===== src/rtl/rsq_pkg.sv =====
`timescale 1ns/1ps
// rsq_pkg: shared types and cause-bit positions for the reset sequencer.
// Assumes a cause vector of four bits, one per reset origin.
package rsq_pkg;
    localparam int CAUSE_W   = 4;
    localparam int CAUSE_POR = 0;
    localparam int CAUSE_WDT = 1;
    localparam int CAUSE_EXT = 2;
    localparam int CAUSE_INT = 3;

    typedef enum logic [1:0] {
        SEQ_POWER = 2'd0,   // held for supply, delay counting
        SEQ_RUN   = 2'd1,   // reset released
        SEQ_PULSE = 2'd2,   // short fixed hold (watchdog / internal)
        SEQ_PIN   = 2'd3    // held by external pin
    } seq_state_e;
endpackage


===== src/rtl/rsq_counter.sv =====
`timescale 1ns/1ps
// rsq_counter: up-counter with synchronous clear and enable.
// Assumes the controller never enables it beyond its terminal value.
module rsq_counter #(
    parameter int CNT_W = 17
) (
    input  logic             clk_i,
    input  logic             rst_n_i,
    input  logic             clr_i,
    input  logic             en_i,
    output logic [CNT_W-1:0] cnt_o
);
    // Count cycles; clear wins over enable.
    always_ff @(posedge clk_i) begin
        if (!rst_n_i)   cnt_o <= '0;
        else if (clr_i) cnt_o <= '0;
        else if (en_i)  cnt_o <= cnt_o + 1'b1;
    end
endmodule


===== src/rtl/rsq_cause_reg.sv =====
`timescale 1ns/1ps
// rsq_cause_reg: sticky reset-cause flags. A set replaces the whole
// vector; otherwise set bits of the clear mask are removed.
// Assumes set_val_i is one-hot whenever set_vld_i is high.
module rsq_cause_reg
    import rsq_pkg::*;
(
    input  logic               clk_i,
    input  logic               rst_n_i,
    input  logic               set_vld_i,
    input  logic [CAUSE_W-1:0] set_val_i,
    input  logic [CAUSE_W-1:0] clr_mask_i,
    output logic [CAUSE_W-1:0] flags_o
);
    localparam logic [CAUSE_W-1:0] POR_ONLY = CAUSE_W'(1) << CAUSE_POR;

    // Hold flags: new cause replaces, else write-one-to-clear.
    always_ff @(posedge clk_i) begin
        if (!rst_n_i)       flags_o <= POR_ONLY;
        else if (set_vld_i) flags_o <= set_val_i;
        else                flags_o <= flags_o & ~clr_mask_i;
    end
endmodule


===== src/rtl/rsq_fsm.sv =====
`timescale 1ns/1ps
// rsq_fsm: sequencing state machine. Chooses the hold reason by priority
// (supply > pin > watchdog > internal), drives the shared counter and
// reports the cause to record and the entry into the run state.
// Assumes ext_i is already synchronized to clk_i.
module rsq_fsm
    import rsq_pkg::*;
#(
    parameter int CNT_W = 17,
    parameter logic [CNT_W-1:0] POR_LAST   = '1,
    parameter logic [CNT_W-1:0] PULSE_LAST = '1
) (
    input  logic               clk_i,
    input  logic               rst_n_i,
    input  logic               supply_ok_i,
    input  logic               wdt_i,
    input  logic               ext_i,
    input  logic               intr_i,
    input  logic [CNT_W-1:0]   cnt_i,
    output seq_state_e         state_o,
    output logic               cnt_clr_o,
    output logic               cnt_en_o,
    output logic               set_vld_o,
    output logic [CAUSE_W-1:0] set_val_o,
    output logic               enter_run_o
);
    localparam logic [CAUSE_W-1:0] BIT_POR = CAUSE_W'(1) << CAUSE_POR;
    localparam logic [CAUSE_W-1:0] BIT_WDT = CAUSE_W'(1) << CAUSE_WDT;
    localparam logic [CAUSE_W-1:0] BIT_EXT = CAUSE_W'(1) << CAUSE_EXT;
    localparam logic [CAUSE_W-1:0] BIT_INT = CAUSE_W'(1) << CAUSE_INT;

    seq_state_e nxt;

    // Next state, counter control and cause selection.
    always_comb begin
        nxt       = state_o;
        cnt_clr_o = 1'b0;
        cnt_en_o  = 1'b0;
        set_vld_o = 1'b0;
        set_val_o = '0;
        if (!supply_ok_i) begin
            nxt       = SEQ_POWER;
            cnt_clr_o = 1'b1;
            set_vld_o = 1'b1;
            set_val_o = BIT_POR;
        end else begin
            case (state_o)
                SEQ_POWER: begin
                    if (cnt_i == POR_LAST) begin
                        nxt       = ext_i ? SEQ_PIN : SEQ_RUN;
                        cnt_clr_o = 1'b1;
                    end else begin
                        cnt_en_o = 1'b1;
                    end
                end
                SEQ_RUN: begin
                    cnt_clr_o = 1'b1;
                    if (ext_i) begin
                        nxt = SEQ_PIN;   set_vld_o = 1'b1; set_val_o = BIT_EXT;
                    end else if (wdt_i) begin
                        nxt = SEQ_PULSE; set_vld_o = 1'b1; set_val_o = BIT_WDT;
                    end else if (intr_i) begin
                        nxt = SEQ_PULSE; set_vld_o = 1'b1; set_val_o = BIT_INT;
                    end
                end
                SEQ_PULSE: begin
                    if (ext_i) begin
                        nxt = SEQ_PIN; cnt_clr_o = 1'b1;
                        set_vld_o = 1'b1; set_val_o = BIT_EXT;
                    end else if (cnt_i == PULSE_LAST) begin
                        nxt = SEQ_RUN; cnt_clr_o = 1'b1;
                    end else begin
                        cnt_en_o = 1'b1;
                    end
                end
                SEQ_PIN: begin
                    cnt_clr_o = 1'b1;
                    if (!ext_i) nxt = SEQ_RUN;
                end
                default: nxt = SEQ_POWER;
            endcase
        end
    end

    assign enter_run_o = (nxt == SEQ_RUN) && (state_o != SEQ_RUN);

    // State register; block reset starts a power-on sequence.
    always_ff @(posedge clk_i) begin
        if (!rst_n_i) state_o <= SEQ_POWER;
        else          state_o <= nxt;
    end
endmodule


===== src/rtl/por_reset_sequencer.sv =====
`timescale 1ns/1ps
// por_reset_sequencer: merges supply, watchdog, pin and internal resets
// into one system reset, applies the power-on delay, pulses the start
// address load on release and keeps sticky cause flags.
// Assumes all inputs are synchronous to clk_i.
module por_reset_sequencer
    import rsq_pkg::*;
#(
    parameter int POR_CYCLES   = 65536,
    parameter int PULSE_CYCLES = 4,
    parameter int ADDR_W       = 16,
    parameter logic [ADDR_W-1:0] START_ADDR = 16'h8000
) (
    input  logic               clk_i,
    input  logic               rst_n_i,
    input  logic               supply_ok_i,
    input  logic               wdt_rst_i,
    input  logic               ext_rst_i,
    input  logic               int_rst_req_i,
    input  logic [3:0]         cause_clr_i,
    output logic               sys_rst_o,
    output logic               start_load_o,
    output logic [ADDR_W-1:0]  start_addr_o,
    output logic [3:0]         cause_o
);
    localparam int MAX_CYC = (POR_CYCLES > PULSE_CYCLES) ? POR_CYCLES : PULSE_CYCLES;
    localparam int CNT_W   = $clog2(MAX_CYC + 1);
    localparam logic [CNT_W-1:0] POR_LAST   = CNT_W'(POR_CYCLES - 1);
    localparam logic [CNT_W-1:0] PULSE_LAST = CNT_W'(PULSE_CYCLES - 1);

    seq_state_e         state;
    logic               cnt_clr, cnt_en, set_vld, enter_run;
    logic [CNT_W-1:0]   cnt;
    logic [CAUSE_W-1:0] set_val;
    logic               start_q;

    rsq_fsm #(
        .CNT_W(CNT_W), .POR_LAST(POR_LAST), .PULSE_LAST(PULSE_LAST)
    ) u_fsm (
        .clk_i(clk_i), .rst_n_i(rst_n_i), .supply_ok_i(supply_ok_i),
        .wdt_i(wdt_rst_i), .ext_i(ext_rst_i), .intr_i(int_rst_req_i),
        .cnt_i(cnt), .state_o(state), .cnt_clr_o(cnt_clr), .cnt_en_o(cnt_en),
        .set_vld_o(set_vld), .set_val_o(set_val), .enter_run_o(enter_run)
    );

    rsq_counter #(.CNT_W(CNT_W)) u_cnt (
        .clk_i(clk_i), .rst_n_i(rst_n_i), .clr_i(cnt_clr), .en_i(cnt_en),
        .cnt_o(cnt)
    );

    rsq_cause_reg u_cause (
        .clk_i(clk_i), .rst_n_i(rst_n_i), .set_vld_i(set_vld),
        .set_val_i(set_val), .clr_mask_i(cause_clr_i), .flags_o(cause_o)
    );

    // Register the start strobe so it lands in the first released cycle.
    always_ff @(posedge clk_i) begin
        if (!rst_n_i) start_q <= 1'b0;
        else          start_q <= enter_run;
    end

    assign sys_rst_o    = (state != SEQ_RUN);
    assign start_load_o = start_q;
    assign start_addr_o = START_ADDR;
endmodule


===== config.mk =====
export PLATFORM = sky130hd
export DESIGN_NAME = por_reset_sequencer
export DESIGN_NICKNAME = d
export VERILOG_FILES = /design/src/rtl/rsq_pkg.sv /design/src/rtl/rsq_counter.sv /design/src/rtl/rsq_cause_reg.sv /design/src/rtl/rsq_fsm.sv /design/src/rtl/por_reset_sequencer.sv
export SDC_FILE = /design/constraint.sdc
export NUM_CORES = 1
export LEC_CHECK = 0
export CORE_MARGIN = 2
export CORE_UTILIZATION = 65
export DETAILED_ROUTE_END_ITERATION = 10
export DONT_BUFFER_PORTS = 1
export GPL_TIMING_DRIVEN = 0
export PLACE_DENSITY = 0.8
export SLEW_MARGIN = 20
export SYNTH_ARGS = -nofsm -noshare
export SYNTH_HDL_FRONTEND = slang
export SYNTH_HIERARCHICAL = 1
export SYNTH_SLANG_ARGS = --single-unit
export TNS_END_PERCENT = 100

===== constraint.sdc =====
create_clock -name clk_i -period 6.8 [get_ports clk_i]
set_input_delay 1.36 -clock clk_i [delete_from_list [all_inputs] [get_ports clk_i]]
set_output_delay 1.36 -clock clk_i [all_outputs]
set_load 0.03 [all_outputs]

==> flow_summary.json, run 1 <==
{
  "run_status": "finished, final reports clean",
  "startpoint_type": "primary input",
  "path_max_fanout": 9,
  "clockBufferDepth": 2,
  "synthesis.area_um2": 1570,
  "synth.largest_area_cell": "dfxtp_1",
  "p_int_uw": 211,
  "first_iter_violations": 45,
  "rsz0062_at_grt": "false",
  "leakage_nw": 0.656,
  "clkTransAtPathRegs_ns": 0.13,
  "hold_path_class": "reg -> reg",
  "overflow": 0,
  "slew_viol_final": 0,
  "dieArea_um2": 2820,
  "setup_tns_ns": 0,
  "design_power_total_uw": 274,
  "antenna_left": 0,
  "period_minus_slack_ns": 2.76,
  "hold_viol_final": 0,
  "synth.distinct_cells": 44,
  "nets": 222,
  "wl_um": 3310,
  "drt_pass1_iterations": 4,
  "seq_power_share_pct": 52.4,
  "synthTopCellsByArea": "dfxtp_1 31%, buf_4 7.7%, nand2_1 4.1%",
  "grt_pass1_wl_um": 5420,
  "numPortBuffers": 0,
  "finalSetupViolCount": 0,
  "final_common_cell": "dfxtp_1",
  "wl_per_cell_um": 14.1,
  "crit_arrival_ns": 3.02,
  "grt_pass1_vias": 1243,
  "routabilityCongestion": 0.854,
  "nFillCells": 171,
  "fmax_ghz": 0.362,
  "crit_type": "in -> reg",
  "root_buffer": "clkbuf_4",
  "synth_edf_count": 0,
  "fin_crit_sh_pct": 40.6,
  "hpwlAfterDp_um": 2470,
  "die_y_um": 53.1,
  "drive_above_1_share_pct": 14.1,
  "critPathCaptureType": "flip-flop",
  "cp.required_ns": 7.06,
  "synth_ff_type": "dfxtp_1",
  "irDropWorstVdd_uv": 164,
  "ys_seq_area_share_pct": 30.7,
  "avgSynthCellArea_um2": 8.33,
  "io-pin-count": 32,
  "multi_input_area_um2": 953,
  "stdcell_area_um2": 1710,
  "crit_slowest_cell": "or4_1",
  "place_inst": 230,
  "cts_hold_buf": 0,
  "cts_resized": 0,
  "cts_tree": "done",
  "start_util_pct": 69.5,
  "layout_common_cells": "24 x dfxtp_1, 17 x nand2_1, 17 x nor2_1",
  "grt_usage_pct": 26.2,
  "critPathMaxStageDelay_ns": 0.51,
  "hold_slack_ns": 0.507,
  "finalNonFillerCells": 234,
  "die_w_um": 53.1,
  "crit_buf_inv": 4,
  "cts_num_sinks": 24,
  "remaining_drc_errors": 0,
  "synthCells": 188,
  "crit_chain": "buf_2 -> inv_1 -> a21oi_1 -> buf_6 -> and4_1 -> buf_6 -> nand2_1 -> or4_1 -> a21oi_1",
  "post-cts-setup-buffers": 0,
  "synth_top_area_share_pct": 30.7,
  "ys_seq_elements": 24,
  "yosys_warnings": 6,
  "power_switching_uw": 62.9,
  "power.share.switching_pct": 22.9,
  "synthArstFlopShare_pct": 0,
  "cts_buffers": 3,
  "critical-path-top-delay-family": "simple AND/OR/NAND/NOR gates",
  "antenna_found_initial": 0,
  "clock_latency_ns": 0.31,
  "p_clk_share_pct": 37.1,
  "vias": 1370,
  "seqCellArea_um2": 480,
  "core_um2": 2250,
  "p_comb_share_pct": 10.5,
  "fin_skew_ns": 0.00233,
  "grt_max_degree": 15,
  "area_growth_pct": 8.95,
  "antenna_cells": 0,
  "power_density_nw_per_um2": 161,
  "routed_via_density": 5.85,
  "fp-row-count": 17,
  "drv_cap": 0,
  "place_area_um2": 1650,
  "htree_levels": 1
}
-- path summary, 6_finish.rpt --
kind                                startpoint                      endpoint  slack [ns]  cells after the start
setup / recovery                   supply_ok_i  u_cnt/cnt_o[14]$_SDFFE_PP0P_        4.04                      9
hold / removal    u_cnt/cnt_o[16]$_SDFFE_PP0P_  u_cnt/cnt_o[16]$_SDFFE_PP0P_        0.51                      2
setup reg to reg   u_fsm/state_o[0]$_SDFF_PN0_  u_cnt/cnt_o[14]$_SDFFE_PP0P_        4.20                     11
hold reg to reg   u_cnt/cnt_o[16]$_SDFFE_PP0P_  u_cnt/cnt_o[16]$_SDFFE_PP0P_        0.51                      2
-- worst min-delay path: cells and delay by family, from the launching register on --
family	cells	cell delay, ns
DFF	1	0.34
AOI/OAI and AO/OA	2	0.13
-- cells by family after synthesis --
group,share of synthesized area [%]
xor+xnor,5.59
other cells,0.479
flops,30.7
compound gates,13.7
simple gates,33.1
mux,0.639
fa+ha+maj,3.99
buf+inv,11.8
-- sequential cells by signal, summed over array words and instances (netlist names) --
signal and cells:
u_cnt/cnt_o 17, u_fsm/state_o 2, u_cause/flags_o 4, start_load_o 1
-- per-layer routing --
layer / vias to the layer above / track usage (%) / routed length (um)
met3: 8 / 2.54 / 200
met4: 0 / 12.4 / 68
met1: 624 / 31.8 / 1390
met5: - / 0 / 0
li1: 686 / - / -
met2: 52 / 46.0 / 1640
-- through the flow --
stage          worst slack (ns)  utilization, %
2_1_floorplan              3.89               -
3_3_place_gp               3.75            73.4
3_5_place_dp               3.73            73.4
4_1_cts                    4.04            75.7
5_1_grt                    3.90            75.7
6_report                   4.04            75.7
-- cells in the mapped netlist, types with 2 or more instances --
cell type / instances
o21ai_0: 8
xor2_1: 6
buf_6: 3
nand2_1: 17
nor2b_1: 2
xnor2_1: 4
nor3_1: 4
nand4_1: 9
nor4_1: 4
o31ai_1: 3
clkbuf_1: 2
o21ai_1: 3
nand2b_1: 2
conb_1: 2
inv_1: 5
nand3_1: 6
a31o_1: 3
or3_1: 5
a21oi_1: 10
nor2_1: 17
or4_1: 2
and4_1: 5
ha_1: 5
nor4bb_1: 3
buf_4: 16
dfxtp_1: 24
-- power groups by stage --
stage	Sequential, mW	Combinational, mW	Clock, mW
after floorplan	0.147	0.0265	0
final	0.144	0.0288	0.102
after global routing	0.144	0.0308	0.111
after global placement	0.147	0.0280	0
after detailed placement	0.147	0.0284	0
after CTS	0.144	0.0284	0.105
-- area by class of cell --
| cell class | instances | area share (%) |
|---|---|---|
| buffer | 22 | 9.75 |
| inverter | 5 | 1.10 |
| multi-input combinational | 151 | 55.9 |
| clock buffer | 3 | 1.32 |
| sequential | 24 | 28.2 |
| tap | 28 | 2.05 |
| clock inverter | 1 | 1.76 |
Power figures use the tool's default switching activity.
==> inputs of run 2 (changes only) <==
--- a/config.mk
+++ b/config.mk
@@ -6,11 +6,11 @@
 export NUM_CORES = 1
 export LEC_CHECK = 0
 export CORE_MARGIN = 2
-export CORE_UTILIZATION = 65
+export CORE_UTILIZATION = 56
 export DETAILED_ROUTE_END_ITERATION = 10
 export DONT_BUFFER_PORTS = 1
 export GPL_TIMING_DRIVEN = 0
-export PLACE_DENSITY = 0.8
+export PLACE_DENSITY = 0.73
 export SLEW_MARGIN = 20
 export SYNTH_ARGS = -nofsm -noshare
 export SYNTH_HDL_FRONTEND = slang
==> constraint.sdc (replaced) <==
create_clock -name clk_i -period 2.4 [get_ports clk_i]
set_input_delay 0.48 -clock clk_i [delete_from_list [all_inputs] [get_ports clk_i]]
set_output_delay 0.48 -clock clk_i [all_outputs]
set_load 0.03 [all_outputs]
==> flow_summary.json, run 2 (same netlist as run 1, synthesis figures left out) <==
{
  "drv_cap": 0,
  "run_status": "finished, final reports clean",
  "grt_pass1_wl_um": 5420,
  "fin_util_pct": 64.8,
  "path_max_fanout": 7,
  "crit_arrival_ns": 2.55,
  "setup_tns_ns": 0,
  "r2r_start": "u_cnt/cnt_o[1]$_SDFFE_PP0P_",
  "io-pin-count": 32,
  "crit_type": "reg -> reg",
  "fin_crit_sh_pct": 95.5,
  "cts_num_sinks": 24,
  "fmax_ghz": 0.436,
  "die_w_um": 56.9,
  "irDropWorstVdd_uv": 355,
  "period_minus_slack_ns": 2.29,
  "cts_buffers": 3,
  "final_common_cell": "dfxtp_1",
  "top_register": "u_cnt/cnt_o",
  "crit_slowest_cell": "or4_4",
  "cp.required_ns": 2.66,
  "finalNonFillerCells": 238,
  "startpoint_type": "flip-flop",
  "hold_viol_final": 0,
  "grt_pass1_vias": 1266,
  "pre_cts_slack_ns": -0.131,
  "remaining_drc_errors": 0,
  "core_um2": 2710,
  "fp-row-count": 19,
  "cts_tree": "done",
  "routabilityCongestion": 0.811,
  "largest_reg_flops": 17,
  "hpwlAfterDp_um": 2390,
  "nets": 224,
  "layout_common_cells": "21 x dfxtp_1, 19 x buf_4, 17 x nor2_1",
  "hold_path_class": "in -> reg",
  "place_inst": 233,
  "fin_skew_ns": 0.00629,
  "vias": 1379,
  "rsz0062_at_grt": "false",
  "top_regs": "u_cnt/cnt_o x17, u_cause/flags_o x4, u_fsm/state_o x2",
  "critPathCaptureType": "flip-flop",
  "drive_above_1_share_pct": 22.2,
  "leakage_nw": 0.669,
  "htree_levels": 1,
  "worst_r2r_endpoint": "u_cnt/cnt_o[15]$_SDFFE_PP0P_",
  "holdPathStages": 2,
  "overflow": 0,
  "clockBufferDepth": 2,
  "routed_via_density": 5.79,
  "clock_latency_ns": 0.31,
  "wl_per_cell_um": 13.8,
  "antenna_found_initial": 0,
  "dieArea_um2": 3240,
  "first_iter_violations": 57,
  "antenna_left": 0,
  "whs_endpoint": "u_fsm/state_o[0]$_SDFF_PN0_",
  "drt_pass1_iterations": 4,
  "critPathMaxStageDelay_ns": 0.51,
  "power_density_nw_per_um2": 377,
  "crit_chain": "and3b_2 -> or3b_4 -> o21ai_2 -> a21oi_2 -> buf_6 -> and4_1 -> buf_6 -> nand3_4 -> or4_4 -> a21oi_2",
  "antenna_cells": 0,
  "start_util_pct": 57.8,
  "critical-path-top-delay-family": "simple AND/OR/NAND/NOR gates",
  "crit_buf_inv": 2,
  "hold_slack_ns": 0.274,
  "reg2reg_depth": 10,
  "grt_usage_pct": 20.6,
  "wl_um": 3280,
  "grt_max_degree": 13,
  "numPortBuffers": 0,
  "holdCritStartpoint": "rst_n_i",
  "slew_viol_final": 0,
  "clkTransAtPathRegs_ns": 0.12,
  "area_growth_pct": 12.1,
  "worst_slack_ns": 0.108,
  "finalSetupViolCount": 0,
  "die_y_um": 56.9,
  "root_buffer": "clkbuf_4",
  "r2r_setup_slack_ns": 0.11
}
[run 2: per-layer routing]
metal	vias to the layer above	wire [um]	track usage [%]
met5	-	0	0
met4	0	54	5.98
met3	8	188	3.92
met2	45	1670	36.8
met1	637	1370	24.6
li1	689	-	-
[run 2: how the worst max path moves through the flow]
stage | start | to | slack (ns) | cells after the start
after global routing | u_fsm/state_o[0]$_SDFF_PN0_ | u_cnt/cnt_o[14]$_SDFFE_PP0P_ | 0.006 | 10
after floorplan | u_fsm/state_o[0]$_SDFF_PN0_ | u_cnt/cnt_o[15]$_SDFFE_PP0P_ | 0.11 | 11
after detailed placement | u_fsm/state_o[0]$_SDFF_PN0_ | u_cnt/cnt_o[15]$_SDFFE_PP0P_ | -0.13 | 11
final | u_cnt/cnt_o[1]$_SDFFE_PP0P_ | u_cnt/cnt_o[15]$_SDFFE_PP0P_ | 0.11 | 10
after global placement | u_fsm/state_o[0]$_SDFF_PN0_ | u_cnt/cnt_o[15]$_SDFFE_PP0P_ | -0.06 | 11
after CTS | u_cnt/cnt_o[0]$_SDFFE_PP0P_ | u_cnt/cnt_o[14]$_SDFFE_PP0P_ | 0.01 | 10
[run 2: cell type report]
class                      count  area (um2)
buffer                        21         164
fill                         246         955
tap                           31        38.8
inverter                       5        18.8
sequential                    24         489
multi-input combinational    151        1000
timing repair buffer           3        22.5
clock buffer                   3        22.5
[run 2: repair_timing]
action                                  in CTS  in global routing
hold buffers                                 0                  0
endpoints found under the setup margin      14                 13
pin swaps                                    1                  4
endpoints found under the hold margin        0                  0
buffers inserted                             0                  3
gates resized for setup                      7                 12
[run 2: where the power goes]
group,internal [mW],switching [mW],leakage (nW)
combinational,0.0321,0.0531,0.460
sequential,0.399,0.00501,0.196
clock,0.0588,0.113,0.0138
total,0.490,0.171,0.669
[run 2: through the flow]
step | area (um2) | total power, mW
after floorplan | 1620 | 0.490
after global placement | 1660 | 0.495
after detailed placement | 1660 | 0.496
after CTS | 1690 | 0.666
after global routing | 1760 | 0.695
final | 1760 | 0.661
==> inputs of run 3 (changes only) <==
==> constraint.sdc (replaced) <==
create_clock -name clk_i -period 2.4 [get_ports clk_i]
set_input_delay 0.12 -clock clk_i [delete_from_list [all_inputs] [get_ports clk_i]]
set_output_delay 0.12 -clock clk_i [all_outputs]
set_load 0.03 [all_outputs]
==> flow_summary.json, run 3 (same netlist as run 1, synthesis figures left out) <==
{
  "dieArea_um2": 3240,
  "power_density_nw_per_um2": 375,
  "leakage_nw": 0.678,
  "hold_viol_final": 0,
  "grt_pass1_vias": 1276,
  "routabilityCongestion": 0.811,
  "fp-row-count": 19,
  "fin_skew_ns": 0.00611,
  "fin_util_pct": 65.5,
  "antenna_cells": 0,
  "rsz0062_at_grt": "false",
  "top_regs": "u_cnt/cnt_o x17, u_cause/flags_o x4, u_fsm/state_o x2",
  "drv_cap": 0,
  "top_register": "u_cnt/cnt_o",
  "wl_per_cell_um": 13.8,
  "routed_via_density": 5.73,
  "clockBufferDepth": 2,
  "clock_latency_ns": 0.31,
  "routedLengthMet1_um": 1390,
  "grt_usage_pct": 20.9,
  "stdcell_area_um2": 1780,
  "place_inst": 233,
  "first_iter_violations": 80,
  "path_max_fanout": 7,
  "core_um2": 2710,
  "numPortBuffers": 0,
  "grt_max_degree": 13,
  "antenna_found_initial": 0,
  "die_w_um": 56.9,
  "drt_pass1_iterations": 4,
  "slew_viol_final": 0,
  "finalNonFillerCells": 240,
  "cp.required_ns": 2.66,
  "period_minus_slack_ns": 2.29,
  "wl_met3_um": 199,
  "remaining_drc_errors": 0,
  "largest_reg_flops": 17,
  "area_growth_pct": 13.3,
  "wl_met2_um": 1690,
  "cts_tree": "done",
  "die_y_um": 56.9,
  "worst_slack_ns": 0.109,
  "fmax_ghz": 0.436,
  "crit_type": "reg -> reg",
  "critPathCaptureType": "flip-flop",
  "htree_levels": 1,
  "antenna_left": 0,
  "root_buffer": "clkbuf_4",
  "nFillCells": 244,
  "crit_arrival_ns": 2.55,
  "vias": 1375,
  "nets": 226,
  "hold_path_class": "in -> reg",
  "irDropWorstVdd_uv": 356,
  "grt_pass1_wl_um": 5510,
  "hpwlAfterDp_um": 2390,
  "startpoint_type": "flip-flop",
  "fin_crit_sh_pct": 95.5,
  "cts_num_sinks": 24,
  "routed.top_layer": "met4",
  "layout_common_cells": "21 x dfxtp_1, 19 x buf_4, 17 x nor2_1",
  "place_area_um2": 1660,
  "start_util_pct": 57.8,
  "drive_above_1_share_pct": 22.0,
  "clkTransAtPathRegs_ns": 0.12,
  "final_common_cell": "dfxtp_1",
  "wl_um": 3320,
  "pre_cts_slack_ns": -0.131,
  "cts_buffers": 3,
  "finalSetupViolCount": 0,
  "run_status": "finished, final reports clean",
  "overflow": 0,
  "io-pin-count": 32
}
run 3: changes by cell type in the layout (fill, tap and decap cells not counted):
cell           change
dlygate4sd3_1      +2
run 3: worst max-delay path: stages (launching register included):
cell and delay [ns]:
dfxtp_4 0.39, and3b_2 0.22, or3b_4 0.25, o21ai_2 0.09
a21oi_2 0.14, buf_6 0.12, and4_1 0.18, buf_6 0.13
nand3_4 0.08, or4_4 0.51, a21oi_2 0.12
run 3: where the power goes:
| group | switching [mW] | internal [mW] | leakage [nW] | total (mW) |
|---|---|---|---|---|
| Combinational | 0.0552 | 0.0342 | 0.468 | 0.0894 |
| Sequential | 0.00501 | 0.399 | 0.196 | 0.404 |
| Clock | 0.113 | 0.0588 | 0.0138 | 0.172 |
| Total | 0.174 | 0.492 | 0.678 | 0.666 |
run 3: layout make-up:
type | count | area (um2) | area share, %
buffer | 21 | 164 | 9.23
clock buffer | 3 | 22.5 | 1.27
inverter | 5 | 18.8 | 1.06
multi-input combinational | 151 | 1000 | 56.3
sequential | 24 | 489 | 27.6
tap | 31 | 38.8 | 2.18
timing repair buffer | 5 | 42.5 | 2.40
run 3: through the flow:
stage | power (mW) | hold WS (ns) | TNS (ns)
CTS | 0.671 | 0.0414 | 0
floorplan | 0.490 | 0.222 | 0
global route | 0.700 | 0.0376 | 0
detailed placement | 0.496 | 0.240 | -0.528
finish | 0.666 | 0.0471 | 0
global placement | 0.495 | 0.233 | -0.124
run 3: what timing repair did:
item / CTS / global route
endpoints found under the setup margin: 14 / 13
endpoints found under the hold margin: 7 / 0
resized for setup: 7 / 12
hold buffers: 2 / 0
buffers inserted: 0 / 3
pin swaps: 1 / 4
run 3: final timing paths:
path                                      from                       endpoint  slack (ns)  cells after the start
hold / removal                  cause_clr_i[2]  u_cause/flags_o[2]$_SDFF_PN0_        0.05                      2
hold reg to reg   u_cnt/cnt_o[16]$_SDFFE_PP0P_   u_cnt/cnt_o[16]$_SDFFE_PP0P_        0.51                      2
setup / recovery   u_cnt/cnt_o[1]$_SDFFE_PP0P_   u_cnt/cnt_o[15]$_SDFFE_PP0P_        0.11                     10
setup reg to reg   u_cnt/cnt_o[1]$_SDFFE_PP0P_   u_cnt/cnt_o[15]$_SDFFE_PP0P_        0.11                     10
run 3: layer usage:
layer | global-route usage [%] | vias to the layer above
met5 | 0 | -
met4 | 4.98 | 0
met3 | 3.92 | 6
met2 | 37.8 | 45
met1 | 25.4 | 633
li1 | - | 691
